===== config.mk =====
export PLATFORM = sky130hd
export DESIGN_NAME = hz_timing
export DESIGN_NICKNAME = d
export VERILOG_FILES = /design/src/rtl/hz_pkg.sv /design/src/rtl/hz_regs.sv /design/src/rtl/hz_line_cnt.sv /design/src/rtl/hz_sync.sv /design/src/rtl/hz_timing.sv
export SDC_FILE = /design/constraint.sdc
export NUM_CORES = 1
export LEC_CHECK = 0
export CAP_MARGIN = 5
export CORE_MARGIN = 3
export CORE_UTILIZATION = 45
export CTS_BUF_LIST = sky130_fd_sc_hd__clkbuf_2 sky130_fd_sc_hd__clkbuf_4 sky130_fd_sc_hd__clkbuf_8
export CTS_CLUSTER_DIAMETER = 80
export DETAILED_ROUTE_END_ITERATION = 16
export HOLD_SLACK_MARGIN = 0.06
export MAX_ROUTING_LAYER = met4
export PLACE_DENSITY = 0.81
export SYNTH_ARGS = -nofsm -noshare
export SYNTH_HDL_FRONTEND = slang
export SYNTH_SLANG_ARGS = --single-unit

===== constraint.sdc =====
create_clock -name clk -period 2.12 [get_ports clk]
set_input_delay 0.636 -clock clk [delete_from_list [all_inputs] [get_ports clk]]
set_output_delay 0.636 -clock clk [all_outputs]
set_load 0.02 [all_outputs]

===== src/rtl/hz_pkg.sv =====
package hz_pkg;
   localparam int HZ_NUM_REGS = 4;
   typedef enum logic [1:0] {
      HZ_IDX_TOTAL = 2'd0,
      HZ_IDX_DISP  = 2'd1,
      HZ_IDX_SPOS  = 2'd2,
      HZ_IDX_SWID  = 2'd3
   } hz_idx_e;
   localparam int HZ_NIB_W = 4;
   localparam int HZ_SCNT_W = HZ_NIB_W + 1;
endpackage


===== src/rtl/hz_regs.sv =====
module hz_regs #(
   parameter int DATA_W = 8,
   parameter int SEL_W  = 4
) (
   input  logic              clk,
   input  logic              rst_n,
   input  logic              sel_we,
   input  logic              data_we,
   input  logic [DATA_W-1:0] wdata,
   output logic [DATA_W-1:0] htotal,
   output logic [DATA_W-1:0] hdisp,
   output logic [DATA_W-1:0] hspos,
   output logic [DATA_W-1:0] hswid
);
   import hz_pkg::*;

   logic [SEL_W-1:0]  sel_q;
   logic [DATA_W-1:0] regs_q [HZ_NUM_REGS];

   always_ff @(posedge clk or negedge rst_n) begin
      if (!rst_n)      sel_q <= '0;
      else if (sel_we) sel_q <= wdata[SEL_W-1:0];
   end

   for (genvar i = 0; i < HZ_NUM_REGS; i++) begin : g_reg
      always_ff @(posedge clk or negedge rst_n) begin
         if (!rst_n)
            regs_q[i] <= '0;
         else if (data_we && (sel_q == SEL_W'(i)))
            regs_q[i] <= wdata;
      end
   end

   assign htotal = regs_q[HZ_IDX_TOTAL];
   assign hdisp  = regs_q[HZ_IDX_DISP];
   assign hspos  = regs_q[HZ_IDX_SPOS];
   assign hswid  = regs_q[HZ_IDX_SWID];
endmodule


===== src/rtl/hz_line_cnt.sv =====
module hz_line_cnt #(
   parameter int CNT_W  = 8,
   parameter int ADDR_W = 14
) (
   input  logic              clk,
   input  logic              rst_n,
   input  logic [CNT_W-1:0]  htotal,
   input  logic [CNT_W-1:0]  hdisp,
   input  logic [ADDR_W-1:0] row_start,
   output logic [CNT_W-1:0]  hc,
   output logic [ADDR_W-1:0] mem_addr,
   output logic              hde,
   output logic [ADDR_W-1:0] last_disp_addr
);
   logic line_wrap;

   assign line_wrap = (hc == htotal);
   assign hde       = (hc < hdisp);

   always_ff @(posedge clk or negedge rst_n) begin
      if (!rst_n) begin
         hc       <= '0;
         mem_addr <= '0;
      end else if (line_wrap) begin
         hc       <= '0;
         mem_addr <= row_start;
      end else begin
         hc       <= hc + 1'b1;
         mem_addr <= mem_addr + 1'b1;
      end
   end

   always_ff @(posedge clk or negedge rst_n) begin
      if (!rst_n)   last_disp_addr <= '0;
      else if (hde) last_disp_addr <= mem_addr;
   end
endmodule


===== src/rtl/hz_sync.sv =====
module hz_sync #(
   parameter int CNT_W = 8
) (
   input  logic                    clk,
   input  logic                    rst_n,
   input  logic [CNT_W-1:0]        hc,
   input  logic [CNT_W-1:0]        hspos,
   input  logic [hz_pkg::HZ_NIB_W-1:0] width_nib,
   output logic                    hsync,
   output logic                    hsync_end
);
   import hz_pkg::*;

   logic [HZ_SCNT_W-1:0] scnt_q;
   logic [HZ_SCNT_W-1:0] width_eff;
   logic                 last_beat;

   assign width_eff = (width_nib == '0) ? HZ_SCNT_W'(16) : {1'b0, width_nib};
   assign last_beat = hsync && ((scnt_q + 1'b1) == width_eff);

   always_ff @(posedge clk or negedge rst_n) begin
      if (!rst_n) begin
         hsync     <= 1'b0;
         scnt_q    <= '0;
         hsync_end <= 1'b0;
      end else begin
         hsync_end <= last_beat;
         if (hsync) begin
            scnt_q <= scnt_q + 1'b1;
            if (last_beat) hsync <= 1'b0;
         end else if (hc == hspos) begin
            hsync  <= 1'b1;
            scnt_q <= '0;
         end
      end
   end
endmodule


===== src/rtl/hz_timing.sv =====
module hz_timing #(
   parameter int DATA_W = 8,
   parameter int ADDR_W = 14,
   parameter int SEL_W  = 4
) (
   input  logic              clk,
   input  logic              rst_n,
   input  logic              sel_we,
   input  logic              data_we,
   input  logic [DATA_W-1:0] wdata,
   input  logic [ADDR_W-1:0] row_start,
   output logic [ADDR_W-1:0] mem_addr,
   output logic              hde,
   output logic              hsync,
   output logic              hsync_end,
   output logic [ADDR_W-1:0] last_disp_addr
);
   import hz_pkg::*;

   localparam int CNT_W = DATA_W;

   if (DATA_W < HZ_NIB_W) begin : g_bad_data
      $error("hz_timing: DATA_W must hold a sync width nibble");
   end
   if (SEL_W < 2 || SEL_W > DATA_W) begin : g_bad_sel
      $error("hz_timing: SEL_W must be between 2 and DATA_W");
   end
   if (ADDR_W < 1) begin : g_bad_addr
      $error("hz_timing: ADDR_W must be positive");
   end

   logic [CNT_W-1:0] htotal_w, hdisp_w, hspos_w, hswid_w, hc_w;

   hz_regs #(.DATA_W(DATA_W), .SEL_W(SEL_W)) u_regs (
      .clk(clk), .rst_n(rst_n), .sel_we(sel_we), .data_we(data_we),
      .wdata(wdata), .htotal(htotal_w), .hdisp(hdisp_w),
      .hspos(hspos_w), .hswid(hswid_w)
   );

   hz_line_cnt #(.CNT_W(CNT_W), .ADDR_W(ADDR_W)) u_cnt (
      .clk(clk), .rst_n(rst_n), .htotal(htotal_w), .hdisp(hdisp_w),
      .row_start(row_start), .hc(hc_w), .mem_addr(mem_addr),
      .hde(hde), .last_disp_addr(last_disp_addr)
   );

   hz_sync #(.CNT_W(CNT_W)) u_sync (
      .clk(clk), .rst_n(rst_n), .hc(hc_w), .hspos(hspos_w),
      .width_nib(hswid_w[HZ_NIB_W-1:0]),
      .hsync(hsync), .hsync_end(hsync_end)
   );
endmodule


-- Word-level counts from Yosys, hierarchy flattened
Cells that the tools add are included.
Widths: inputs -> output; s select.
- output and inout bits: 31
- logic and storage cells: 37
- bits in latches: 0
- bits in read-only memories: 0
- memories: 0
- memory bits (writable): 0
- register bits after elaboration: 75
- bitwise logic cells: 0
- multipliers: 0
- divide/modulo/power cells: 0
- add/sub/neg operators: 3
- reduce and logical (&&, ||, !) cells: 8
- $lt $le $gt $ge: 1
- mux-type cells: 8
- shift operators: 0
- eq/ne operators: 6
- operators with widths (kind ; number):
    $eq 8x8->1 ; 2
    $mux 5 ; 3
    $add 14x1->14 const B ; 1
    $mux 14 ; 1
    $add 8x1->8 const B ; 1
    $eq 4x2->1 const B ; 2
    $logic_not 4->1 ; 2
    $lt 8x8->1 ; 1
    $mux 8 ; 1
    $add 5x1->5 const B ; 1
    $eq 5x5->1 ; 1
    $logic_and 1x1->1 ; 5
    $eq 4x1->1 const B ; 1
    $mux 1 ; 3
    $reduce_bool 2->1 ; 1

-- Longest topological paths before layout
- depth in word-level cells: 6
- gate-level depth with buffers: 7
- depth with buffers taken out: 6

-- Cells and area by module
Synthesis repeated with hierarchy kept, for this count alone.
- cell total of the unflattened synthesis: 287
- area total of the unflattened synthesis: 3774.9 µm²
- by module, submodules not included (module ; times used ; area each (µm²) ; cells an instance):
    hz_line_cnt ; 1 ; 1884.3 ; 169
    hz_regs ; 1 ; 1420.1 ; 79
    hz_sync ; 1 ; 470.5 ; 39

-- Worst setup path before layout
OpenSTA, ideal clock, no wires.
- path kind: register to output
- start: register u_cnt.hc[3]
- end: output hde
- path buffers: 1
- arrival time: 1.419 ns
- slack: 0.065 ns
- stages on the path, launching flop included: 6
- cells stage by stage: dfrtp_1 ha_1 a21oi_1 o21ai_0 a21oi_2 buf_6
- longest elaborated chain between the ends: 1
- ends and longest elaborated chain (what ; line ; source):
    start, declared ; hz_line_cnt.sv:10 ; output logic [CNT_W-1:0] hc,
    start signal, assigned ; hz_line_cnt.sv:28 ; hc <= hc + 1'b1;
    $lt 8x8->1 ; hz_line_cnt.sv:18 ; assign hde = (hc < hdisp);
    end, declared ; hz_timing.sv:13 ; output logic hde,
Every way passes these cells.

-- Worst setup path after layout
- start: register u_regs.regs_q (netlist bit u_regs.hdisp[3])
- end: output hde
- longest elaborated chain between the ends: 1
- ends and longest elaborated chain (what ; line ; source):
    start, declared ; hz_regs.sv:18 ; logic [DATA_W-1:0] regs_q [HZ_NUM_REGS];
    start signal, assigned by index ; hz_regs.sv:30 ; regs_q[i] <= wdata;
    $lt 8x8->1 ; hz_line_cnt.sv:18 ;
Every way passes these cells.

==> impl_summary.txt <==
----------------------------------------------------
[Logic synthesis]
  #FFs+latches synth ... 75
  Share of Yosys cell area claimed by the top area cell type ... 52.9%
  Part of the Yosys area used for sequential elements ... 52.9%
  Top area cells in the synthesized netlist ... dfrtp_1, mux2_2, xor2_1, ha_1, a21oi_1
  Mean post-synth cell area ... 12.2 sq um
  Largest area contributor in the synthesized netlist ... dfrtp_1
  Yosys warning total ... 0
  Netlist area before placement ... 0.00355 sq mm
  Synth cell types ... 28
  Synth Net Count ... 328
  Instance count of the mapped netlist ... 292

[Worst setup path]
  Crit path kind ... reg2out
  Register-to-register setup slack ... 0.19 ns
  Reg-to-reg critical path startpoint ... u_cnt.hc[5]
  Critical path's most frequent cell ... a21oi_2
  Endpoint kind of the worst setup timing path ... output port
  Slowest stage delay, CP ... 0.38 ns
  Data arrival at the endpoint of the critical path ... 1.59 ns
  Worst-path cell chain ... inv_1, ha_4, a21oi_2, o21ai_2, a21oi_2, buf_6
  Startpoint of the worst setup timing path ... u_regs.hdisp[3]
  Cell with the largest stage delay on the worst path ... dfrtp_1
  Buffers and inverters on the worst path ... 2
  Crit-path max FO ... 2
  Kind of cell adding the most delay to the critical path ... compound AO/OA/AOI/OAI gates
  Worst r2r dst ... u_cnt.mem_addr[1]
  Nature of the critical path startpoint ... flop
  Endpoint required time on the critical path ... 1.48 ns
  Worst R2R Path Depth ... 5

[Power and ir drop]
  Internal Power ... 4.54 mW
  Total power ... 7.33 mW
  Peak VDD IR ... 807 uV
  Combinational fraction of design power ... 47.8%
  Standby leakage power ... 1.99 nW
  Sequential Power Share ... 35.4%
  Switching pwr ... 2.79 mW
  Pwr per Cell Area ... 1590 mW/mm^2
  Net switching share of the total power ... 38.0%
  Clock network power share ... 16.8%

[Floorplanning]
  Ports placed on the boundary ... 57
  Vertical die dimension ... 94.8 microns
  Die area ... 0.00899 sq mm
  Standard cell core area ... 0.00745 sq mm
  Placement row count ... 31
  Floorplan die width ... 94.8 microns
  Effective utilization at floorplan ... 47.6%

[Clocking]
  Setup repair bufs after CTS ... 0
  CTS max path bufs ... 2
  Deepest level of the CTS H-tree ... 3
  Insertion delay of the later-clocked pin in the worst-skew pair ... 0.35 ns
  TritonCTS clock tree ... built
  Clock buffer count from CTS ... 9
  Count of clock tree sinks ... 75
  Cell at the root of the clock tree ... clkbuf_8
  CTS clk-pin slew, worst paths ... 0.08 ns

[Placed design]
  GPL Wtd Cong ... 0.813
  Post-detail-place hpwl ... 5530 microns
  Buffers on Ports ... 56

[STA]
  Fin. Hold Viols ... 0
  Unrepaired setup endpoints after global routing ... yes
  Slew margin rel. ... 68.1%
  Transition time at the pin with the least slew margin ... 0.479 ns
  Final clock period utilization by the worst path ... 105%
  Final-layout setup total negative slack ... -0.108 ns
  Clock Skew ... 0.0102 ns
  Clock period minus worst slack ... 2.23 ns
  Worst-case hold slack ... 0.241 ns
  Max-slew violation count ... 0
  Final critical-path setup slack ... -0.108 ns
  Final setup violating endpoints ... 1
  Timing-limited maximum frequency ... 0.449 GHz

[Route]
  Average wire per cell in the routed design ... 16.6 microns
  Residual antenna-violating net count after detailed routing ... 0
  DRT Pass-1 Iters ... 4
  Post-detailed-route DRC marker count ... 0
  WL final ... 7800 microns
  Via Count ... 2470
  Via density per instance ... 5.24
  Detailed router's first-iteration violation count ... 112

[Final layout]
  Number of nets in the finished design ... 403
  Layout cells sized above 1 ... 26.1%
  Layout filler cell count ... 575
  Commonest non-fill, non-tap cell in the layout ... dfrtp_1
  Register area ... 0.00188 sq mm
  Area added between synthesis and finish ... 29.8%
  Number of antenna diodes ... 0
  Multi-input logic area ... 0.00165 sq mm
  Leading cell types in the layout, fill and taps excluded ... dfrtp_1, clkdlybuf4s50_1, mux2_2, xor2_1, nor2_1

[GRT]
  Antenna violations before repair ... 0
  Aggregate global-route resource usage ... 19.2%
  Grt total ovfl ... 0
  Pin count of the biggest net entering global routing ... 40
  Vias in the first global route ... 2648
  Global-route wire length before repair ... 12700 microns

[Job]
  Maximum capacitance violations ... 0

[Worst hold path]
  Path category of the worst min-delay check ... in2async

[Status]
  Result of the run ... complete, but fails checks
  Violations in the final reports ... setup timing

----------------------------------------------------
layout make-up:
type	count	share of cell area (%)
Clock buffer	10	2.99
Clock inverter	6	1.93
Inverter	9	0.733
Multi-Input combinational cell	202	35.9
Sequential cell	75	40.7
Tap cell	99	2.69
Timing Repair Buffer	70	15.0
power by group through the flow:
stage                     combinational (mW)  clock (mW)  sequential [mW]
final                                   3.50        1.23             2.60
after CTS                               3.40        1.25             2.58
after global placement                  3.23           0             2.57
after detailed placement                3.36           0             2.61
after global routing                    3.81        1.31             2.69
after floorplan                         1.84           0             2.88
synth_stat cells, drive strengths merged:
cell / n
inv: 9
ha: 10
xnor2: 13
nor4: 6
buf: 5
nand2b: 1
and2: 2
and4: 1
nor2: 22
clkbuf: 1
a22o: 2
nor3: 5
nand3: 13
a21oi: 26
and3: 2
mux2: 47
nand2: 15
nand4: 3
dfrtp: 75
o21ai: 5
xor2: 29
metrics by stage:
step | setup WS, ns | area (sq um) | std cells | utilization, %
detailed placement | -0.294 | 4300 | 455 | 57.7
CTS | -0.146 | 4530 | 471 | 60.8
global placement | -0.277 | 4300 | 455 | 57.7
finish | -0.108 | 4610 | 471 | 61.9
floorplan | 0.0655 | 3550 | 292 | -
global route | -0.199 | 4610 | 471 | 61.9
worst reg2reg max path, stage by stage (launching register included):
cell	delay [ns]
dfrtp_1	0.42
buf_4	0.18
xor2_1	0.19
nor4_4	0.41
nand2_4	0.26
mux2_4	0.36
registers in the layout, summed over array words and instances, names as in the netlist:
register,flops
u_sync.scnt_q,5
u_regs.sel_q,4
u_regs.hspos,8
u_regs.hdisp,8
u_sync.hsync,1
u_regs.hswid,4
u_sync.hsync_end,1
u_cnt.mem_addr,14
u_cnt.last_disp_addr,14
u_cnt.hc,8
u_regs.htotal,8
routing by layer:
layer	vias to the layer above	share of wire, %	wire (microns)	track usage [%]
li1	1169	-	-	-
met1	1240	43	3340	22.8
met2	53	54	4190	31.7
met3	8	2.1	167	2.55
met4	0	1.4	106	10.5
met5	-	0	0	-
what timing repair did:
item                                    in CTS  in global routing
endpoints found under the setup margin       5                  4
resized for setup                           13                 13
hold buffers                                 0                  0
pin swaps                                    1                  5
kinds of logic after synthesis:
group	after synthesis	share of synthesized area, %
AOI/OAI and AO/OA	33	5.08
xor gates and xnor gates	42	10.4
adders and majority gates	10	3.53
buffers and inverters	15	2.64
DFF	75	52.9
muxes	47	15.0
and+or+nand+nor	70	10.5
how the worst max path moves through the flow:
stage,end,slack [ns],depth (start not counted)
finish,hde,-0.11,6
global route,hde,-0.20,6
CTS,hde,-0.15,6
detailed placement,hde,-0.29,6
global placement,hde,-0.28,6
floorplan,hde,0.07,5
No activity file was read; power rests on OpenSTA's default activity.
